$ cat config.mk
export PLATFORM = sky130hd
export DESIGN_NAME = secfrac_timer
export DESIGN_NICKNAME = d
export VERILOG_FILES = /design/src/rtl/secfrac_pkg.sv /design/src/rtl/secfrac_count.sv /design/src/rtl/secfrac_alarm.sv /design/src/rtl/secfrac_flag.sv /design/src/rtl/secfrac_timer.sv
export SDC_FILE = /design/constraint.sdc
export NUM_CORES = 1
export LEC_CHECK = 0
export ABC_AREA = 1
export BUFFER_PORTS_ARGS = -buffer_cell sky130_fd_sc_hd__buf_2
export CORE_ASPECT_RATIO = 1.1
export CORE_MARGIN = 2
export CORE_UTILIZATION = 35
export CTS_BUF_LIST = sky130_fd_sc_hd__clkbuf_4 sky130_fd_sc_hd__clkbuf_8
export DETAILED_ROUTE_END_ITERATION = 6
export GPL_ROUTABILITY_DRIVEN = 0
export SLEW_MARGIN = 25
export SYNTH_ARGS = -nofsm -noshare
export SYNTH_HDL_FRONTEND = slang
export SYNTH_SLANG_ARGS = --single-unit
$ cat constraint.sdc
create_clock -name clk_i -period 4.6 [get_ports clk_i]
set_input_delay 0.46 -clock clk_i [delete_from_list [all_inputs] [get_ports clk_i]]
set_output_delay 0.46 -clock clk_i [all_outputs]
set_load 0.1 [all_outputs]
$ cat src/rtl/secfrac_pkg.sv
package secfrac_pkg;
   // status bit positions, shared by the clear mask and the flag bank
   localparam int unsigned ST_ALARM = 0;
   localparam int unsigned ST_OVF   = 1;
   localparam int unsigned ST_W     = 2;
endpackage

$ cat src/rtl/secfrac_count.sv
module secfrac_count #(
   parameter int unsigned SEC_W  = 32,
   parameter int unsigned FRAC_W = 15
) (
   input  logic              clk_i,
   input  logic              rst_ni,
   input  logic              tick_i,
   input  logic              gate_ok_i,
   input  logic              ovf_i,
   input  logic              sec_we_i,
   input  logic [SEC_W-1:0]  sec_wd_i,
   input  logic              frac_we_i,
   input  logic [FRAC_W-1:0] frac_wd_i,
   output logic [SEC_W-1:0]  sec_o,
   output logic [FRAC_W-1:0] frac_o,
   output logic [SEC_W-1:0]  next_sec_o,
   output logic              sec_step_o,
   output logic              wrap_o
);
   localparam int unsigned CNT_W = SEC_W + FRAC_W;

   logic [CNT_W-1:0] cnt_q;
   logic [CNT_W:0]   cnt_inc;
   logic             armed_q;
   logic             loading;
   logic             advance;

   assign loading = sec_we_i | frac_we_i;
   assign advance = tick_i & armed_q & gate_ok_i & ~ovf_i & ~loading;
   assign cnt_inc = {1'b0, cnt_q} + {{CNT_W{1'b0}}, 1'b1};

   always_ff @(posedge clk_i) begin
      if (!rst_ni) begin
         cnt_q   <= '0;
         armed_q <= 1'b0;
      end else begin
         if (sec_we_i) begin
            cnt_q[CNT_W-1:FRAC_W] <= sec_wd_i;
            armed_q               <= 1'b1;
         end
         if (frac_we_i) begin
            cnt_q[FRAC_W-1:0] <= frac_wd_i;
         end
         if (advance) begin
            cnt_q <= cnt_inc[CNT_W-1:0];
         end
      end
   end

   assign sec_o      = cnt_q[CNT_W-1:FRAC_W];
   assign frac_o     = cnt_q[FRAC_W-1:0];
   assign next_sec_o = cnt_inc[CNT_W-1:FRAC_W];
   assign sec_step_o = advance & (&cnt_q[FRAC_W-1:0]);
   assign wrap_o     = advance & cnt_inc[CNT_W];
endmodule

$ cat src/rtl/secfrac_alarm.sv
module secfrac_alarm #(
   parameter int unsigned SEC_W = 32
) (
   input  logic             clk_i,
   input  logic             rst_ni,
   input  logic             alarm_we_i,
   input  logic [SEC_W-1:0] alarm_wd_i,
   input  logic             sec_step_i,
   input  logic [SEC_W-1:0] next_sec_i,
   output logic             match_o
);
   logic [SEC_W-1:0] alarm_q;
   logic             unset;

   always_ff @(posedge clk_i) begin
      if (!rst_ni) begin
         alarm_q <= '1;
      end else if (alarm_we_i) begin
         alarm_q <= alarm_wd_i;
      end
   end

   // all ones is the "no alarm" value
   assign unset   = &alarm_q;
   assign match_o = sec_step_i & ~unset & (next_sec_i == alarm_q);
endmodule

$ cat src/rtl/secfrac_flag.sv
module secfrac_flag (
   input  logic clk_i,
   input  logic rst_ni,
   input  logic set_i,
   input  logic clr_i,
   output logic flag_o
);
   always_ff @(posedge clk_i) begin
      if (!rst_ni) begin
         flag_o <= 1'b0;
      end else if (set_i) begin
         flag_o <= 1'b1;
      end else if (clr_i) begin
         flag_o <= 1'b0;
      end
   end
endmodule

$ cat src/rtl/secfrac_timer.sv
module secfrac_timer
   import secfrac_pkg::*;
#(
   parameter int unsigned SEC_W   = 32,
   parameter int unsigned FRAC_W  = 15,
   parameter bit          IRQ_REG = 1'b0
) (
   input  logic              clk_i,
   input  logic              rst_ni,
   input  logic              tick_i,
   input  logic              cnt_en_i,
   input  logic              nonvalid_i,
   input  logic              freeze_i,
   input  logic              irq_en_i,
   input  logic              sec_we_i,
   input  logic [SEC_W-1:0]  sec_wdata_i,
   input  logic              frac_we_i,
   input  logic [FRAC_W-1:0] frac_wdata_i,
   input  logic              alarm_we_i,
   input  logic [SEC_W-1:0]  alarm_wdata_i,
   input  logic              clr_we_i,
   input  logic [ST_W-1:0]   clr_data_i,
   output logic [SEC_W-1:0]  sec_o,
   output logic [FRAC_W-1:0] frac_o,
   output logic              alarm_flag_o,
   output logic              ovf_flag_o,
   output logic              irq_o
);
   generate
      if (SEC_W < 2 || FRAC_W < 1 || SEC_W + FRAC_W > 64) begin : g_bad_cfg
         $error("secfrac_timer: SEC_W must be >= 2, FRAC_W >= 1, total <= 64");
      end
   endgenerate

   logic [SEC_W-1:0] next_sec;
   logic             sec_step;
   logic             wrap;
   logic             match;
   logic             gate_ok;
   logic [ST_W-1:0]  set_vec;
   logic [ST_W-1:0]  clr_vec;
   logic [ST_W-1:0]  flags;

   assign gate_ok = cnt_en_i & ~nonvalid_i & ~freeze_i;

   secfrac_count #(.SEC_W(SEC_W), .FRAC_W(FRAC_W)) u_count (
      .clk_i      (clk_i),
      .rst_ni     (rst_ni),
      .tick_i     (tick_i),
      .gate_ok_i  (gate_ok),
      .ovf_i      (flags[ST_OVF]),
      .sec_we_i   (sec_we_i),
      .sec_wd_i   (sec_wdata_i),
      .frac_we_i  (frac_we_i),
      .frac_wd_i  (frac_wdata_i),
      .sec_o      (sec_o),
      .frac_o     (frac_o),
      .next_sec_o (next_sec),
      .sec_step_o (sec_step),
      .wrap_o     (wrap)
   );

   secfrac_alarm #(.SEC_W(SEC_W)) u_alarm (
      .clk_i      (clk_i),
      .rst_ni     (rst_ni),
      .alarm_we_i (alarm_we_i),
      .alarm_wd_i (alarm_wdata_i),
      .sec_step_i (sec_step),
      .next_sec_i (next_sec),
      .match_o    (match)
   );

   always_comb begin
      set_vec           = '0;
      set_vec[ST_ALARM] = match;
      set_vec[ST_OVF]   = wrap;
   end
   assign clr_vec = {ST_W{clr_we_i}} & clr_data_i;

   for (genvar i = 0; i < ST_W; i++) begin : g_flag
      secfrac_flag u_flag (
         .clk_i  (clk_i),
         .rst_ni (rst_ni),
         .set_i  (set_vec[i]),
         .clr_i  (clr_vec[i]),
         .flag_o (flags[i])
      );
   end

   assign alarm_flag_o = flags[ST_ALARM];
   assign ovf_flag_o   = flags[ST_OVF];

   generate
      if (IRQ_REG) begin : g_irq_reg
         logic irq_q;
         always_ff @(posedge clk_i) begin
            if (!rst_ni) irq_q <= 1'b0;
            else         irq_q <= flags[ST_ALARM] & irq_en_i;
         end
         assign irq_o = irq_q;
      end else begin : g_irq_comb
         assign irq_o = flags[ST_ALARM] & irq_en_i;
      end
   endgenerate
endmodule

## Yosys cells after proc, flatten, opt, wreduce, memory -nomap -nowiden

Index checks and enable logic that the tools add are counted.

- Add/sub/neg operators: 1
- Equal/unequal tests: 1
- Mux-type cells: 7
- Bitwise gates (word level): 18
- Reduce and logical (&&, ||, !) cells: 6

Operators with widths:

| operator | count |
|---|---|
| $add 47x1->48 const B | 1 |
| $mux 47 | 1 |
| $eq 32x32->1 | 1 |
| $mux 32 | 1 |
| $reduce_and 32->1 | 1 |
| $mux 15 | 1 |
| $reduce_and 15->1 | 1 |
| $and 1x1->1 | 11 |
| $reduce_bool 2->1 | 4 |
| $not 1->1 | 5 |
| $mux 1 | 4 |
| $and 2x2->2 | 1 |
| $or 1x1->1 | 1 |

- Flip-flop bits (word level): 82
- Bits of input ports: 92
- Output and inout bits: 50
- Word-level logic and storage cells: 39

## Longest topological paths before layout

- Word-level depth: 10
- Depth in mapped cells: 17
- Gate-level depth less buffers: 17

## Cells and area by module

Synthesis repeated with hierarchy kept, for this count alone.

- Cell total of the unflattened synthesis: 920
- Area total of the unflattened synthesis: 5546.6 um^2

By module, submodules not included:

| module | times used | cells each | area an instance (um^2) | sequential area each (um^2) |
|---|---|---|---|---|
| secfrac_count | 1 | 593 | 3601.0 | 960.9 |
| secfrac_alarm | 1 | 306 | 1821.7 | 640.6 |
| secfrac_flag | 2 | 6 | 43.8 | 20.0 |
| secfrac_timer | 1 | 9 | 36.3 | 0.0 |

## Worst setup path after synthesis

OpenSTA, ideal clock, no wires.

- Kind: reg2reg
- Start: register u_count.cnt_q[1]
- End: register g_flag[0].u_flag.flag_o
- Library setup time: 0.067 ns
- Data arrival time: 2.625 ns
- Data required time: 4.533 ns
- Setup slack: 1.907 ns
- Cell stages (with the launch flop): 16
- Buffers on the path: 0
- Clock period less this slack: 2.693 ns
- Path through: dfxtp_1 ha_1 inv_1 nor2_4 nand2_4 nor2_1 nand3_1 nand3_1 nand2_1 inv_1 nand2_1 nor2_1 nand2_1 nor2_1 nand3_1 a21oi_2

- Longest elaborated chain between the ends: 5
- Elaborated cells between the ends (all ways): 8
- Those cells by class: 1 x add/sub; 1 x eq/ne; 1 x mux; 3 x bitwise; 2 x reduce/logical

RTL lines:

| item | RTL line | source |
|---|---|---|
| start: declaration | secfrac_count.sv:22 | `logic [CNT_W-1:0] cnt_q;` |
| start signal: indexed assignment | secfrac_count.sv:38 | `cnt_q[CNT_W-1:FRAC_W] <= sec_wd_i;` |
| start signal: indexed assignment | secfrac_count.sv:42 | `cnt_q[FRAC_W-1:0] <= frac_wd_i;` |
| start signal: assignment | secfrac_count.sv:45 | `cnt_q <= cnt_inc[CNT_W-1:0];` |
| branches (longest 3 deep; another with $add 47x1->48) | - |  |
| $and 1x1->1 * | secfrac_alarm.sv:25 | `assign match_o = sec_step_i & ~unset & (next_sec_i == alarm_q);` |
| $mux 1 / $reduce_bool 2->1 (equally long branches) | - |  |
| end signal: assignment | secfrac_flag.sv:10 | `flag_o <= 1'b0;` |
| end signal: assignment | secfrac_flag.sv:12 | `flag_o <= 1'b1;` |
| end signal: assignment | secfrac_flag.sv:14 | `flag_o <= 1'b0;` |
| end: declaration | secfrac_flag.sv:6 | `output logic flag_o` |

Every way passes the cells marked *.
A chain may end at the register's enable or synchronous reset.

## Worst setup path in the final report

- Start: input port frac_we_i
- End: register u_count.cnt_q[12]

- Longest elaborated chain between the ends: 4
- Elaborated cells between the ends (all ways): 5
- Those cells by class: 1 x mux; 3 x bitwise; 1 x reduce/logical

RTL lines:

| item | RTL line | source |
|---|---|---|
| start: declaration | secfrac_timer.sv:17 | `input logic frac_we_i,` |
| $or 1x1->1 | secfrac_count.sv:28 | `assign loading = sec_we_i \| frac_we_i;` |
| $not 1->1 | secfrac_count.sv:29 | `assign advance = tick_i & armed_q & gate_ok_i & ~ovf_i & ~loading;` |
| $and 1x1->1 | secfrac_count.sv:29 |  |
| $mux 47 / $reduce_bool 2->1 (equally long branches) | - |  |

Several ways; a longest one is shown, not always the timed one.

==> out/qor.yml <==
outcome:
  status: "finished, final reports clean"
final_layout:
  num-fill-cells: 1805
  nets: 1183
  diodes: 0
  drive_gt1_share_pct: 18.17
  syn2layout_area_growth_pct: 19.08
clock_tree:
  root_buffer: "clkbuf_8"
  cts_resized: 0
  htree_levels: 3
  hold_buffers: 0
  post_cts_buffers: 0
  cts_tree: "done"
  cts_buffer_depth: 2
  cts_sinks: 82
  cts_buffers: 9
  clk_pin_slew_worst_paths_ns: 0.09
  clk_latency_ns: 0.39
die:
  core-area_sq_um: 15740
  io_pins: 142
  start_util_pct: 35.89
  rows: 48
  fp.dieArea_sq_um: 17170
  die_w_um: 125.1
  die_y_um: 137.2
logic_synthesis:
  ys_async_sr_fraction_pct: 0
  synth_nets: 1058
  seq_area_frac_synth_pct: 29.07
  synthCells: 965
  synth-warning-count: 0
  postSynthAreaPerCell_sq_um: 5.851
  synth_ff_type: "dfxtp_1"
  synthAdderAreaFrac_pct: 0.2216
  synth-compound-area-share_pct: 13.49
  synth_top_family_by_area: "simple AND/OR/NAND/NOR gates"
  synth_edf_count: 0
  synthSimpleGateAreaFrac_pct: 46.73
  ys_seq_elements: 82
  syn_area_sq_um: 5647
  synth_xor_area_share_pct: 1.418
  yosysUniqueCellTypes: 35
  synthMuxAreaShare_pct: 0
critical_path:
  worst-path-buf-inv: 5
  cp-end-kind: "flip-flop"
  rr_startpoint: "u_count.cnt_q[14]"
  path_delay_family: "buffers and inverters"
  path_max_fanout: 22
  cpMostUsedCell: "nand2_1"
  slowest_stage: "inv_1"
  worstPathRequired_ns: 4.89
  slowest_delay_ns: 0.45
  worstPathArrival_ns: 2.83
  ff2ff_path_depth: 14
  cp-start-kind: "input port"
  startpoint: "frac_we_i"
  worst-setup-path-type: "in -> reg"
  r2r_setup_slack_ns: 2.18
  crit_chain: "buf_2 -> inv_1 -> nand2_1 -> nor3_1 -> nand2_1 -> inv_1 -> buf_4 -> nand2_1 -> nand3_1 -> o211ai_1 -> nand2_1 -> inv_1"
  r2r_end: "g_flag[0].u_flag.flag_o"
sta:
  slew_headroom_pct: 37.83
  fin_worst_hold_slack_ns: 0.2785
  hold_violations: 0
  fin_tns_setup_ns: 0
  drv_slew: 0
  finClkSkew_ns: 0.01097
  rsz0062_at_grt: "false"
  min_period_ns: 2.538
  worst_slew_pin_slew_ns: 0.9325
  setup_viol: 0
  fmax_mhz: 394.0
  post-route-period-util_pct: 55.18
drt:
  met1_length_um: 9332
  viasPerCell: 5.110
  finalWirelength_um: 20430
  first_pass_iters: 5
  postRouteAntennaNets: 0
  vias: 6617
  wl_met2_um: 9470
  route.met3.wl_um: 1158
  top_layer_used: "met4"
  first_iter_violations: 470
  drc: 0
  drt-wirelength-per-cell_um: 15.78
global_route:
  track_usage_pct: 23.80
  grt_pass1_wl_um: 32040
  grt_max_degree: 63
  gr-total-overflow: 0
  antenna_found_initial: 0
  grt_pass1_vias: 6153
run:
  cap_viol_max_count: 0
min_path:
  hold_depth: 3
  min_to: "u_alarm.alarm_q[19]"
  hold_class: "in -> reg"
  min_from: "alarm_wdata_i[19]"
pwr:
  ir_drop_v: 0.0001624
  power_density_nw_per_um2: 268.9
  power.leakage_nw: 3.181
place:
  place_hpwl_um: 16030
  io_buffers: 141
==> worst min-delay path: stages <==
cell and delay, ns:
buf_2 0.07, nand2_1 0.04, nand3_1 0.06
==> cell usage after synthesis (7+ instances only) <==
master | count | area, sq um
o21a_1 | 7 | 52.55
nor2_4 | 8 | 90.09
o21ai_0 | 41 | 205.2
nor2_1 | 111 | 416.7
clkbuf_1 | 29 | 108.9
dfxtp_1 | 82 | 1642
nand4_1 | 12 | 75.07
a31oi_1 | 31 | 193.9
nand3b_1 | 7 | 52.55
inv_1 | 101 | 379.1
nand2_2 | 14 | 87.58
a21oi_1 | 38 | 190.2
nor2_2 | 7 | 43.79
nand2_1 | 323 | 1212
nand3_1 | 111 | 555.5
==> layout by cell type, fill, tap and decap left out, drive strengths merged <==
cell | synthesis | layout
o21ai | 43 | 43
a21oi | 39 | 39
clkinvlp | 0 | 2
buf | 2 | 145
bufinv | 0 | 1
xor2 | 3 | 3
inv | 104 | 104
o311ai | 3 | 3
o211ai | 6 | 6
nor2 | 127 | 127
a221oi | 3 | 3
xnor2 | 1 | 1
xnor3 | 2 | 2
a31oi | 31 | 31
clkinv | 1 | 2
dfxtp | 82 | 82
nand4 | 12 | 12
clkbuf | 29 | 12
nand2 | 338 | 338
or2 | 2 | 2
nand3b | 7 | 7
nor4 | 4 | 4
o21a | 7 | 7
ha | 1 | 1
nor3 | 6 | 6
nand3 | 111 | 111
and2 | 1 | 1
==> routing by layer <==
layer	track usage (%)	up-vias
li1	-	3387
met2	40.25	216
met4	8.827	0
met1	31.26	2988
met3	3.068	26
met5	0	-
==> logic make-up (layout without fill, tap and decap cells) <==
kind of cell / after synthesis / after routing
XOR/XNOR: 6 / 6
buffers and inverters: 136 / 266
flip-flops: 82 / 82
AO/OA/AOI/OAI: 132 / 132
AND/OR/NAND/NOR: 608 / 608
adder cells (fa/ha/maj): 1 / 1
==> per-stage QoR <==
step	util [%]	cell area, sq um	cells	total power, mW	worst slack [ns]
2_1_floorplan	-	5647	965	1.127	1.907
3_3_place_gp	41.40	6515	1279	1.246	1.770
3_5_place_dp	41.40	6515	1279	1.248	1.679
4_1_cts	42.73	6724	1295	1.819	2.092
5_1_grt	42.73	6724	1295	1.884	1.855
6_report	42.73	6724	1295	1.808	2.062
==> area by class of cell <==
type	instances	area [sq um]	area share, %
Clock buffer	12	158.9	2.363
Sequential cell	82	1642	24.41
Clock inverter	4	50.05	0.7443
Inverter	105	394.1	5.862
Multi-Input combinational cell	747	3493	51.95
Tap cell	200	250.2	3.722
Timing Repair Buffer	145	735.7	10.94
==> how the worst max path moves through the flow <==
stage | to | cells past startpoint
after floorplan | g_flag[0].u_flag.flag_o | 15
after global placement | u_count.cnt_q[12] | 12
after detailed placement | u_count.cnt_q[13] | 12
after CTS | u_count.cnt_q[12] | 12
after global routing | u_count.cnt_q[13] | 12
final | u_count.cnt_q[12] | 12
==> report_power, final <==
group	switching (mW)	internal, mW
combinational	0.310	0.111
clock	0.290	0.286
sequential	0.0579	0.753
total	0.658	1.15
==> registers in the layout, indices dropped and copies added, names as in the netlist <==
name                  count
u_alarm.alarm_q          32
u_count.armed_q           1
g_flag.u_flag.flag_o      2
u_count.cnt_q            47
Note: power is estimated with default switching activity, not from simulation.
